==> src/rtl/icseq_pkg.sv <==
package icseq_pkg;
  typedef enum logic [2:0] {
    CYC_FETCH = 3'b000,
    CYC_IND   = 3'b001,
    CYC_DIR   = 3'b010,
    CYC_EXEC  = 3'b011,
    CYC_INTR  = 3'b100
  } cyc_e;

  localparam int TW = 2;
  localparam logic [TW-1:0] SLOT0 = 2'd0;
  localparam logic [TW-1:0] SLOT1 = 2'd1;
  localparam logic [TW-1:0] SLOT2 = 2'd2;
  localparam logic [TW-1:0] SLOT3 = 2'd3;
endpackage

==> src/rtl/icseq_timer.sv <==
module icseq_timer
  import icseq_pkg::*;
(
  input  logic          clk,
  input  logic          rst_n,
  input  logic          clr,
  input  logic          hold,
  output logic [TW-1:0] slot
);
  always_ff @(posedge clk) begin
    if (!rst_n)    slot <= SLOT0;
    else if (clr)  slot <= SLOT0;
    else if (!hold) slot <= slot + TW'(1);
  end

  // Free-running step unless cleared or held
  assert_slot_step_R2: assert property (@(posedge clk) disable iff (!rst_n)
    (!clr && !hold) |=> slot == TW'($past(slot) + TW'(1)));
endmodule

==> src/rtl/icseq_cycle_fsm.sv <==
module icseq_cycle_fsm
  import icseq_pkg::*;
#(
  parameter int OPW = 4
) (
  input  logic           clk,
  input  logic           rst_n,
  input  logic [TW-1:0]  slot,
  input  logic [1:0]     mode,
  input  logic [OPW-1:0] opr,
  input  logic           exec_done,
  input  logic           int_req,
  input  logic           frozen,
  output cyc_e           cyc,
  output logic           slot_clr,
  output logic           slot_hold
);
  cyc_e nxt;
  logic reg_or_io;

  assign reg_or_io = &opr;

  always_comb begin
    nxt       = cyc;
    slot_clr  = 1'b0;
    slot_hold = 1'b0;
    if (frozen) begin
      slot_hold = 1'b1;
    end else begin
      unique case (cyc)
        CYC_FETCH: if (slot == SLOT3) begin
          if (mode == 2'b01)                     nxt = CYC_DIR;
          else if (mode == 2'b11 && !reg_or_io)  nxt = CYC_IND;
          else                                   nxt = CYC_EXEC;
        end
        CYC_IND:  if (slot == SLOT3) nxt = CYC_DIR;
        CYC_DIR:  if (slot == SLOT2) begin
          nxt      = CYC_EXEC;
          slot_clr = 1'b1;
        end
        CYC_EXEC: begin
          if (exec_done) begin
            nxt      = int_req ? CYC_INTR : CYC_FETCH;
            slot_clr = 1'b1;
          end else if (slot == SLOT3) begin
            slot_hold = 1'b1;
          end
        end
        CYC_INTR: if (slot == SLOT3) nxt = CYC_FETCH;
        default: begin
          nxt      = CYC_FETCH;
          slot_clr = 1'b1;
        end
      endcase
    end
  end

  always_ff @(posedge clk) begin
    if (!rst_n) cyc <= CYC_FETCH;
    else        cyc <= nxt;
  end

  // Direct cuts short at T2
  assert_dir_no_t3_R6: assert property (@(posedge clk) disable iff (!rst_n)
    cyc == CYC_DIR |-> slot != SLOT3);
  // Execute parks at T3 while waiting
  assert_exec_wait_R7: assert property (@(posedge clk) disable iff (!rst_n)
    (cyc == CYC_EXEC && slot == SLOT3 && !exec_done) |=> (cyc == CYC_EXEC && slot == SLOT3));
endmodule

==> src/rtl/icseq_datapath.sv <==
module icseq_datapath
  import icseq_pkg::*;
#(
  parameter int AW  = 10,
  parameter int OPW = 4,
  localparam int DW = 2 + OPW + AW
) (
  input  logic           clk,
  input  logic           rst_n,
  input  cyc_e           cyc,
  input  logic [TW-1:0]  slot,
  input  logic           frozen,
  input  logic [DW-1:0]  mem_rdata,
  output logic [AW-1:0]  mar,
  output logic [AW-1:0]  pc,
  output logic [AW-1:0]  ar,
  output logic [OPW-1:0] opr,
  output logic [1:0]     mode,
  output logic [DW-1:0]  mbr,
  output logic           mem_rd,
  output logic           mem_wr,
  output logic           int_ack
);
  localparam int OP_LSB   = AW;
  localparam int MODE_LSB = AW + OPW;

  always_comb begin
    mem_rd  = 1'b0;
    mem_wr  = 1'b0;
    int_ack = 1'b0;
    if (!frozen) begin
      unique case (cyc)
        CYC_FETCH, CYC_IND, CYC_DIR: mem_rd = (slot == SLOT1);
        CYC_INTR: begin
          int_ack = (slot == SLOT0);
          mem_wr  = (slot == SLOT2);
        end
        default: ;
      endcase
    end
  end

  always_ff @(posedge clk) begin
    if (!rst_n) begin
      mar  <= '0;
      pc   <= '0;
      ar   <= '0;
      opr  <= '0;
      mode <= '0;
      mbr  <= '0;
    end else if (!frozen) begin
      unique case (cyc)
        CYC_FETCH: begin
          if (slot == SLOT0) mar <= pc;
          if (slot == SLOT1) pc  <= pc + AW'(1);
          if (slot == SLOT2) begin
            mbr  <= mem_rdata;
            mode <= mem_rdata[MODE_LSB +: 2];
            opr  <= mem_rdata[OP_LSB +: OPW];
            ar   <= mem_rdata[AW-1:0];
          end
        end
        CYC_IND: begin
          if (slot == SLOT0) mar <= ar;
          if (slot == SLOT2) begin
            mbr <= mem_rdata;
            ar  <= mem_rdata[AW-1:0];
          end
        end
        CYC_DIR: begin
          if (slot == SLOT0) mar <= ar;
          if (slot == SLOT2) mbr <= mem_rdata;
        end
        CYC_INTR: begin
          if (slot == SLOT0) mbr <= {{(DW-AW){1'b0}}, pc};
          if (slot == SLOT1) begin
            mar <= '0;
            pc  <= '0;
          end
          if (slot == SLOT2) pc <= pc + AW'(1);
        end
        default: ;
      endcase
    end
  end

  // PC moves on right after the fetch read slot
  assert_pc_bump_R3: assert property (@(posedge clk) disable iff (!rst_n)
    (cyc == CYC_FETCH && slot == SLOT1 && !frozen) |=> pc == AW'($past(pc) + AW'(1)));
  // Writes only target the return-address word
  assert_wr_at_zero_R9: assert property (@(posedge clk) disable iff (!rst_n)
    mem_wr |-> (mar == '0 && cyc == CYC_INTR));
  // Strobes are exclusive
  assert_strobe_excl_R11: assert property (@(posedge clk) disable iff (!rst_n)
    $onehot0({mem_rd, mem_wr}));
endmodule

==> src/rtl/instr_cycle_seq.sv <==
module instr_cycle_seq
  import icseq_pkg::*;
#(
  parameter int AW  = 10,
  parameter int OPW = 4,
  localparam int DW = 2 + OPW + AW
) (
  input  logic           clk,
  input  logic           rst_n,
  input  logic           halt,
  input  logic           int_req,
  input  logic           exec_done,
  input  logic [DW-1:0]  mem_rdata,
  output logic [AW-1:0]  mem_addr,
  output logic           mem_rd,
  output logic           mem_wr,
  output logic [DW-1:0]  mem_wdata,
  output logic           exec_start,
  output logic           int_ack,
  output logic [2:0]     cycle_id,
  output logic [TW-1:0]  tstate,
  output logic [AW-1:0]  pc,
  output logic [AW-1:0]  ar,
  output logic [OPW-1:0] opr,
  output logic [1:0]     mode,
  output logic [DW-1:0]  mbr
);
  cyc_e          cyc;
  logic [TW-1:0] slot;
  logic          slot_clr, slot_hold;
  logic          halted_q, frozen;
  logic [AW-1:0] mar;

  always_ff @(posedge clk) begin
    if (!rst_n)    halted_q <= 1'b0;
    else if (halt) halted_q <= 1'b1;
  end

  assign frozen = halted_q && (cyc == CYC_FETCH) && (slot == SLOT0);

  icseq_timer u_timer (
    .clk  (clk),
    .rst_n(rst_n),
    .clr  (slot_clr),
    .hold (slot_hold),
    .slot (slot)
  );

  icseq_cycle_fsm #(.OPW(OPW)) u_fsm (
    .clk      (clk),
    .rst_n    (rst_n),
    .slot     (slot),
    .mode     (mode),
    .opr      (opr),
    .exec_done(exec_done),
    .int_req  (int_req),
    .frozen   (frozen),
    .cyc      (cyc),
    .slot_clr (slot_clr),
    .slot_hold(slot_hold)
  );

  icseq_datapath #(.AW(AW), .OPW(OPW)) u_dp (
    .clk      (clk),
    .rst_n    (rst_n),
    .cyc      (cyc),
    .slot     (slot),
    .frozen   (frozen),
    .mem_rdata(mem_rdata),
    .mar      (mar),
    .pc       (pc),
    .ar       (ar),
    .opr      (opr),
    .mode     (mode),
    .mbr      (mbr),
    .mem_rd   (mem_rd),
    .mem_wr   (mem_wr),
    .int_ack  (int_ack)
  );

  assign mem_addr   = mar;
  assign mem_wdata  = mbr;
  assign cycle_id   = cyc;
  assign tstate     = slot;
  assign exec_start = (cyc == CYC_EXEC) && (slot == SLOT0);

  // Parked sequencer stays put
  assert_halt_park_R10: assert property (@(posedge clk) disable iff (!rst_n)
    frozen |=> (cyc == CYC_FETCH && slot == SLOT0 && $stable(pc) && !mem_rd && !mem_wr));
endmodule

==> config.mk <==
export PLATFORM = sky130hd
export DESIGN_NAME = instr_cycle_seq
export DESIGN_NICKNAME = d
export VERILOG_FILES = /design/src/rtl/icseq_pkg.sv /design/src/rtl/icseq_timer.sv /design/src/rtl/icseq_cycle_fsm.sv /design/src/rtl/icseq_datapath.sv /design/src/rtl/instr_cycle_seq.sv
export SDC_FILE = /design/constraint.sdc
export NUM_CORES = 1
export LEC_CHECK = 0
export ABC_AREA = 1
export BUFFER_PORTS_ARGS = -buffer_cell sky130_fd_sc_hd__buf_2
export CAP_MARGIN = 30
export CORE_MARGIN = 2
export CORE_UTILIZATION = 55
export CTS_BUF_LIST = sky130_fd_sc_hd__clkbuf_2
export DETAILED_ROUTE_END_ITERATION = 8
export PLACE_DENSITY = 0.86
export SYNTH_ARGS = -nofsm -noshare
export SYNTH_HDL_FRONTEND = slang
export SYNTH_HIERARCHICAL = 1
export SYNTH_SLANG_ARGS = --single-unit
==> constraint.sdc <==
create_clock -name clk -period 4.75 [get_ports clk]
set_clock_uncertainty 0.2 [all_clocks]
set_input_delay 0.2375 -clock clk [delete_from_list [all_inputs] [get_ports clk]]
set_output_delay 0.2375 -clock clk [all_outputs]
set_load 0.01 [all_outputs]
# [Word level (Yosys, flattened, before mapping)]
# Cells that the tools add are included.
[classes] add_sub_neg=2 n_eq_ne=21 mux=33 bitwise_logic=2 reduce_logical=22
[ops] operator="10-bit 2-to-1 mux" n=5
[ops] operator="16-bit 2-to-1 mux" n=2
[ops] operator="16-bit one-hot mux with 2 select lines" n=1
[ops] operator="10-bit one-hot mux with 3 select lines" n=1
[ops] operator="3-bit 2-to-1 mux" n=7
[ops] operator="10-bit one-hot mux with 2 select lines" n=1
[ops] operator="3-bit one-hot mux with 5 select lines" n=1
[ops] operator="2-bit by 1-bit != test with 1-bit output, second input constant" n=7
[ops] operator="1-bit 2-to-1 mux" n=13
[ops] operator="4-bit AND reduction" n=3
[ops] operator="10-bit by 1-bit adder with 10-bit output, second input constant" n=1
[ops] operator="2-bit != test, second input constant" n=4
[ops] operator="2-bit == test, second input constant" n=3
[ops] operator="3-bit by 2-bit == test with 1-bit output, second input constant" n=2
[ops] operator="3-bit AND reduction" n=2
[ops] operator="6-bit AND reduction" n=1
[ops] operator="2-bit OR reduction" n=3
[ops] operator="3-bit OR reduction" n=2
[ops] operator="5-bit AND reduction" n=1
[ops] operator="2-bit by 1-bit == test with 1-bit output, second input constant" n=2
[ops] operator="1-bit logical AND" n=4
[ops] operator="2-bit nonzero test" n=2
[ops] operator="3-bit by 1-bit == test with 1-bit output, second input constant" n=1
[ops] operator="3-bit == test, second input constant" n=1
[ops] operator="other kinds (9)" n=10
[word_totals] ff_bits=58 output_inout_bits=77 elab_cells=89

# [Depth between registers and ports, before layout]
[logic_depth] depth_word=7 mapped_depth=12 mapped_depth_nobuf=12

# [Modules after synthesis]
# Netlist, hierarchy kept.
[modules_own_cells] mod="icseq_datapath" instances=1 cells_per_inst=340 area_each_um2=2476.1 seq_area_each_um2=1041.0
[modules_own_cells] mod="icseq_cycle_fsm" instances=1 cells_per_inst=56 area_each_um2=282.8 seq_area_each_um2=60.1
[modules_own_cells] mod="instr_cycle_seq" instances=1 cells_per_inst=28 area_each_um2=187.7 seq_area_each_um2=20.0
[modules_own_cells] mod="icseq_timer" instances=1 cells_per_inst=14 area_each_um2=87.6 seq_area_each_um2=40.0

# [Least setup slack after synthesis]
# OpenSTA, ideal clock, no wires.
[synth_path] path_kind="register to register" startpoint="register u_fsm.cyc[1]" endpoint="register u_dp.ar[1]" setup_ns=0.070 arrival_ns=1.707 t_required_ns=4.480 path_slack_ns=2.773 path_stages_with_launch=8 path_buffers=1 cell_sequence="dfxtp_1 -> or2_0 -> nor2_1 -> inv_2 -> nand4_2 -> clkbuf_1 -> o21ai_0 -> a21oi_1"
[synth_between] elab_chain_len=5 elab_cells_between_ends=7
[synth_rtl] element="start: declaration" line="icseq_cycle_fsm.sv:14" text="output cyc_e cyc,"
[synth_rtl] element="start signal: assignment" line="icseq_cycle_fsm.sv:60" text="else cyc <= nxt;"
[synth_rtl] element="3-bit logical NOT" line="instr_cycle_seq.sv:39" text="assign frozen = halted_q && (cyc == CYC_FETCH) && (slot == SLOT0);"
[synth_rtl] element="1-bit logical AND (2 in a row)" line="instr_cycle_seq.sv:39"
[synth_rtl] element="net frozen" line="instr_cycle_seq.sv:31" text="logic halted_q, frozen;"
[synth_rtl] element="1-bit NOT (no source line)"
[synth_rtl] element="3-bit AND reduction (no source line)"
[synth_rtl] element="end signal: assignment" line="icseq_datapath.sv:60" text="ar <= mem_rdata[AW-1:0];"
[synth_rtl] element="end signal: assignment" line="icseq_datapath.sv:67" text="ar <= mem_rdata[AW-1:0];"
[synth_rtl] element="end: declaration" line="icseq_datapath.sv:16" text="output logic [AW-1:0] ar,"
# The timed path passes the listed nets, and every way through them passes these cells.
# A chain may end at the register's enable or synchronous reset.

# [Worst setup path after layout]
[layout_path] startpoint="register u_fsm.cyc[0]" endpoint="register u_dp.opr[3]"
[layout_between] elab_chain_len=5
[layout_rtl] element="3-bit logical NOT" line="instr_cycle_seq.sv:39"
[layout_rtl] element="1-bit logical AND (2 in a row)" line="instr_cycle_seq.sv:39"
[layout_rtl] element="net frozen" line="instr_cycle_seq.sv:31"
[layout_rtl] element="1-bit NOT (no source line)"
[layout_rtl] element="3-bit AND reduction (no source line)"
[layout_rtl] element="end signal: assignment" line="icseq_datapath.sv:59" text="opr <= mem_rdata[OP_LSB +: OPW];"
[layout_rtl] element="end: declaration" line="icseq_datapath.sv:17" text="output logic [OPW-1:0] opr,"
# The timed path passes the listed nets, and every way through them passes these cells.

==> flow_summary.toml <==
[layout]
regArea_um2 = 1160
multi_input_area_um2 = 1460
layout-drive-gt1-share_pct = 28.3
stdcell_count = 612
layout_common_cells = "97 x buf_2, 78 x nand2_1, 64 x nor2_1"
fillers = 450
nets = 560
final_common_cell = "buf_2"
antenna_cells = 0
syn_to_final_growth_pct = 23.1

[sta]
final_hold_viol_count = 0
worst_slew_pin_slew_ns = 0.632
fmax_mhz = 367
rsz0062_at_grt = "false"
min_period_ns = 2.72
slew_headroom_pct = 57.8
fin_tns_setup_ns = 0
finalMaxSlewViolations = 0
fin_crit_sh_pct = 57.3
finalSetupViolCount = 0

[detailed_routing]
drc = 0
first_pass_iters = 5
viasPerCell = 5.17
vias = 3162
ant_nets = 0
drtIter0Drc = 331
wl_per_cell_um = 13.2
totalWireLength_um = 8070

[power]
leakagePower_nw = 1.86
powerDensity_nw_per_um2 = 430
ir_worst_vdd_mv = 0.272

[synth]
synth.distinct_cells = 33
synth_seq_cells = 58
syn-num-nets = 463
synthCells = 438
syn_area_per_cell_um2 = 6.93
seq_area_frac_synth_pct = 38.3
yosys_warnings = 6
syn-cell-area_um2 = 3030

[clock_tree]
clkLatencyLatePin_ns = 0.48
cts.htree.levels = 3
cts_buffer_depth = 2
clk_pin_slew_worst_paths_ns = 0.18
tritoncts = "built"
cts-resized-gates = 0
cts_buffers = 9
cts_sinks = 58
cts_root_buf = "clkbuf_2"

[floorplan]
die_y_um = 78.3
initial_core_util_pct = 56.1
chipWidth_um = 78.3
row_count = 27
core_area_um2 = 5410
die_area_um2 = 6130
io_pins = 98

[worst_setup_path]
r2r_start = "u_fsm/cyc[0]$_SDFFE_PN0P_"
cp-start-kind = "flop"
cp_cell_sequence = "or2_0, nor2_1, inv_2, nand4_2, nor2_1, nand2_1, a21oi_1"
critPathMaxFanout = 27
slowest_stage = "dfxtp_1"
crit_buf_inv = 1
crit_end = "u_dp/opr[3]$_SDFFE_PN0P_"
r2r_cells = 7
reg2reg_slack_ns = 2.03
r2r-end = "u_dp/opr[3]$_SDFFE_PN0P_"
crit_path_start = "u_fsm/cyc[0]$_SDFFE_PN0P_"
critPathKind = "reg2reg"
required_ns = 4.98
end_kind = "flop"
cp.arrival_ns = 2.95
slowest_delay_ns = 0.77
path_delay_family = "simple AND/OR/NAND/NOR gates"
crit_top_cell = "nor2_1"
crit_cells = 7

[grt]
grt_max_degree = 40
grt_pass1_wl_um = 12800
grt_pass1_vias = 2869
overflow = 0
antenna_found_initial = 0
grt_usage_pct = 26.6

[run_status]
outcome = "finished clean"

[placement]
dp.cells = 577
place_congestion = 0.886
hpwl_um = 5430
portBuffers = 97

[min_path]
hold_path.class = "in2reg"

[run]
drv_cap = 0
[flip-flops by register name, indices dropped and copies added (netlist names)]
name,flops
u_dp/pc,10
halted_q,1
u_timer/slot,2
u_dp/mbr,16
u_fsm/cyc,3
u_dp/ar,10
u_dp/opr,4
u_dp/mar,10
u_dp/mode,2
[metal layers]
metal	vias to the layer above	wire length [um]	track usage, %
li1	1576	-	-
met1	1417	3450	33.1
met2	143	3780	43.2
met3	26	560	4.60
met4	0	270	15.8
met5	-	0	0
[cell type report]
cell class                 count  area share [%]
clock inverter                 7            2.51
multi-input combinational    296            39.2
clock buffer                   9            1.21
tap                           72            2.41
timing repair buffer         116            18.1
inverter                      54            5.49
sequential                    58            31.1
[logic make-up after synthesis]
family                   after synthesis  synth area share (%)
AO/OA/AOI/OAI                         94                  16.3
AND/OR/NAND/NOR                      198                  30.3
adder cells (fa/ha/maj)                4                  1.65
flip-flops                            58                  38.3
buffers and inverters                 84                  13.5
[Yosys cell counts]
library cell | instances | area share (%)
nor2_1 | 64 | 7.9
buf_2 | 1 | 0.16
nand2_1 | 78 | 9.6
nand4_1 | 1 | 0.21
o21ai_1 | 16 | 2.6
a21oi_2 | 1 | 0.29
buf_4 | 18 | 4.5
or2_0 | 1 | 0.21
clkbuf_1 | 8 | 0.99
ha_1 | 4 | 1.6
nand2_2 | 9 | 1.9
nor3_1 | 5 | 0.82
nor3b_1 | 1 | 0.25
nand4_2 | 1 | 0.41
nor2_2 | 13 | 2.7
a21oi_1 | 29 | 4.8
nor2_4 | 3 | 1.1
nor2_8 | 1 | 0.66
nand3b_1 | 1 | 0.25
o22ai_1 | 11 | 2.3
inv_1 | 47 | 5.8
dfxtp_1 | 58 | 38
buf_6 | 3 | 1.1
o21a_1 | 1 | 0.25
o211ai_1 | 1 | 0.25
nand3_1 | 14 | 2.3
nand3_2 | 3 | 0.99
a21boi_0 | 1 | 0.25
o21ai_0 | 34 | 5.6
inv_2 | 6 | 0.74
and2_1 | 1 | 0.21
inv_4 | 1 | 0.21
nand2_4 | 2 | 0.74
[worst min-delay path by stage]
stage,from,slack [ns],depth (start not counted),end
2_1_floorplan,halt,0.15,1,halted_q$_SDFFE_PN0P_
3_3_place_gp,halt,0.23,2,halted_q$_SDFFE_PN0P_
3_5_place_dp,halt,0.24,2,halted_q$_SDFFE_PN0P_
4_1_cts,rst_n,0.02,3,u_fsm/cyc[0]$_SDFFE_PN0P_
5_1_grt,rst_n,0.07,3,u_fsm/cyc[0]$_SDFFE_PN0P_
6_report,rst_n,0.06,3,u_fsm/cyc[0]$_SDFFE_PN0P_
[worst register-to-register path: cells and delay by family, from the launching register on]
kind,cells,cell delay (ns)
AND/OR/NAND/NOR,5,1.43
AO/OA/AOI/OAI,1,0.15
buffers and inverters,1,0.12
flip-flops,1,0.77
[report_power, final]
group	internal (mW)	switching, mW	total [mW]
Clock	0.173	0.197	0.369
Sequential	0.572	0.0741	0.646
Combinational	0.216	0.376	0.591
[stage by stage]
| stage | instance area (um2) | power, mW | utilization (%) | setup slack [ns] | hold WS, ns |
|---|---|---|---|---|---|
| 3_5_place_dp | 3410 | 1.23 | 63.0 | 2.13 | 0.238 |
| 6_report | 3730 | 1.61 | 69.1 | 2.03 | 0.0573 |
| 5_1_grt | 3730 | 1.71 | 69.1 | 1.78 | 0.0687 |
| 3_3_place_gp | 3410 | 1.21 | 63.0 | 2.27 | 0.232 |
| 2_1_floorplan | 3030 | 1.08 | - | 2.77 | 0.148 |
| 4_1_cts | 3730 | 1.61 | 69.1 | 2.10 | 0.0186 |
[timing repair]
action                                 4_1_cts  5_1_grt
hold buffers                                19        0
setup buffers                                0        0
endpoints found under the hold margin       35        0
No activity file was read; power rests on OpenSTA's default activity.
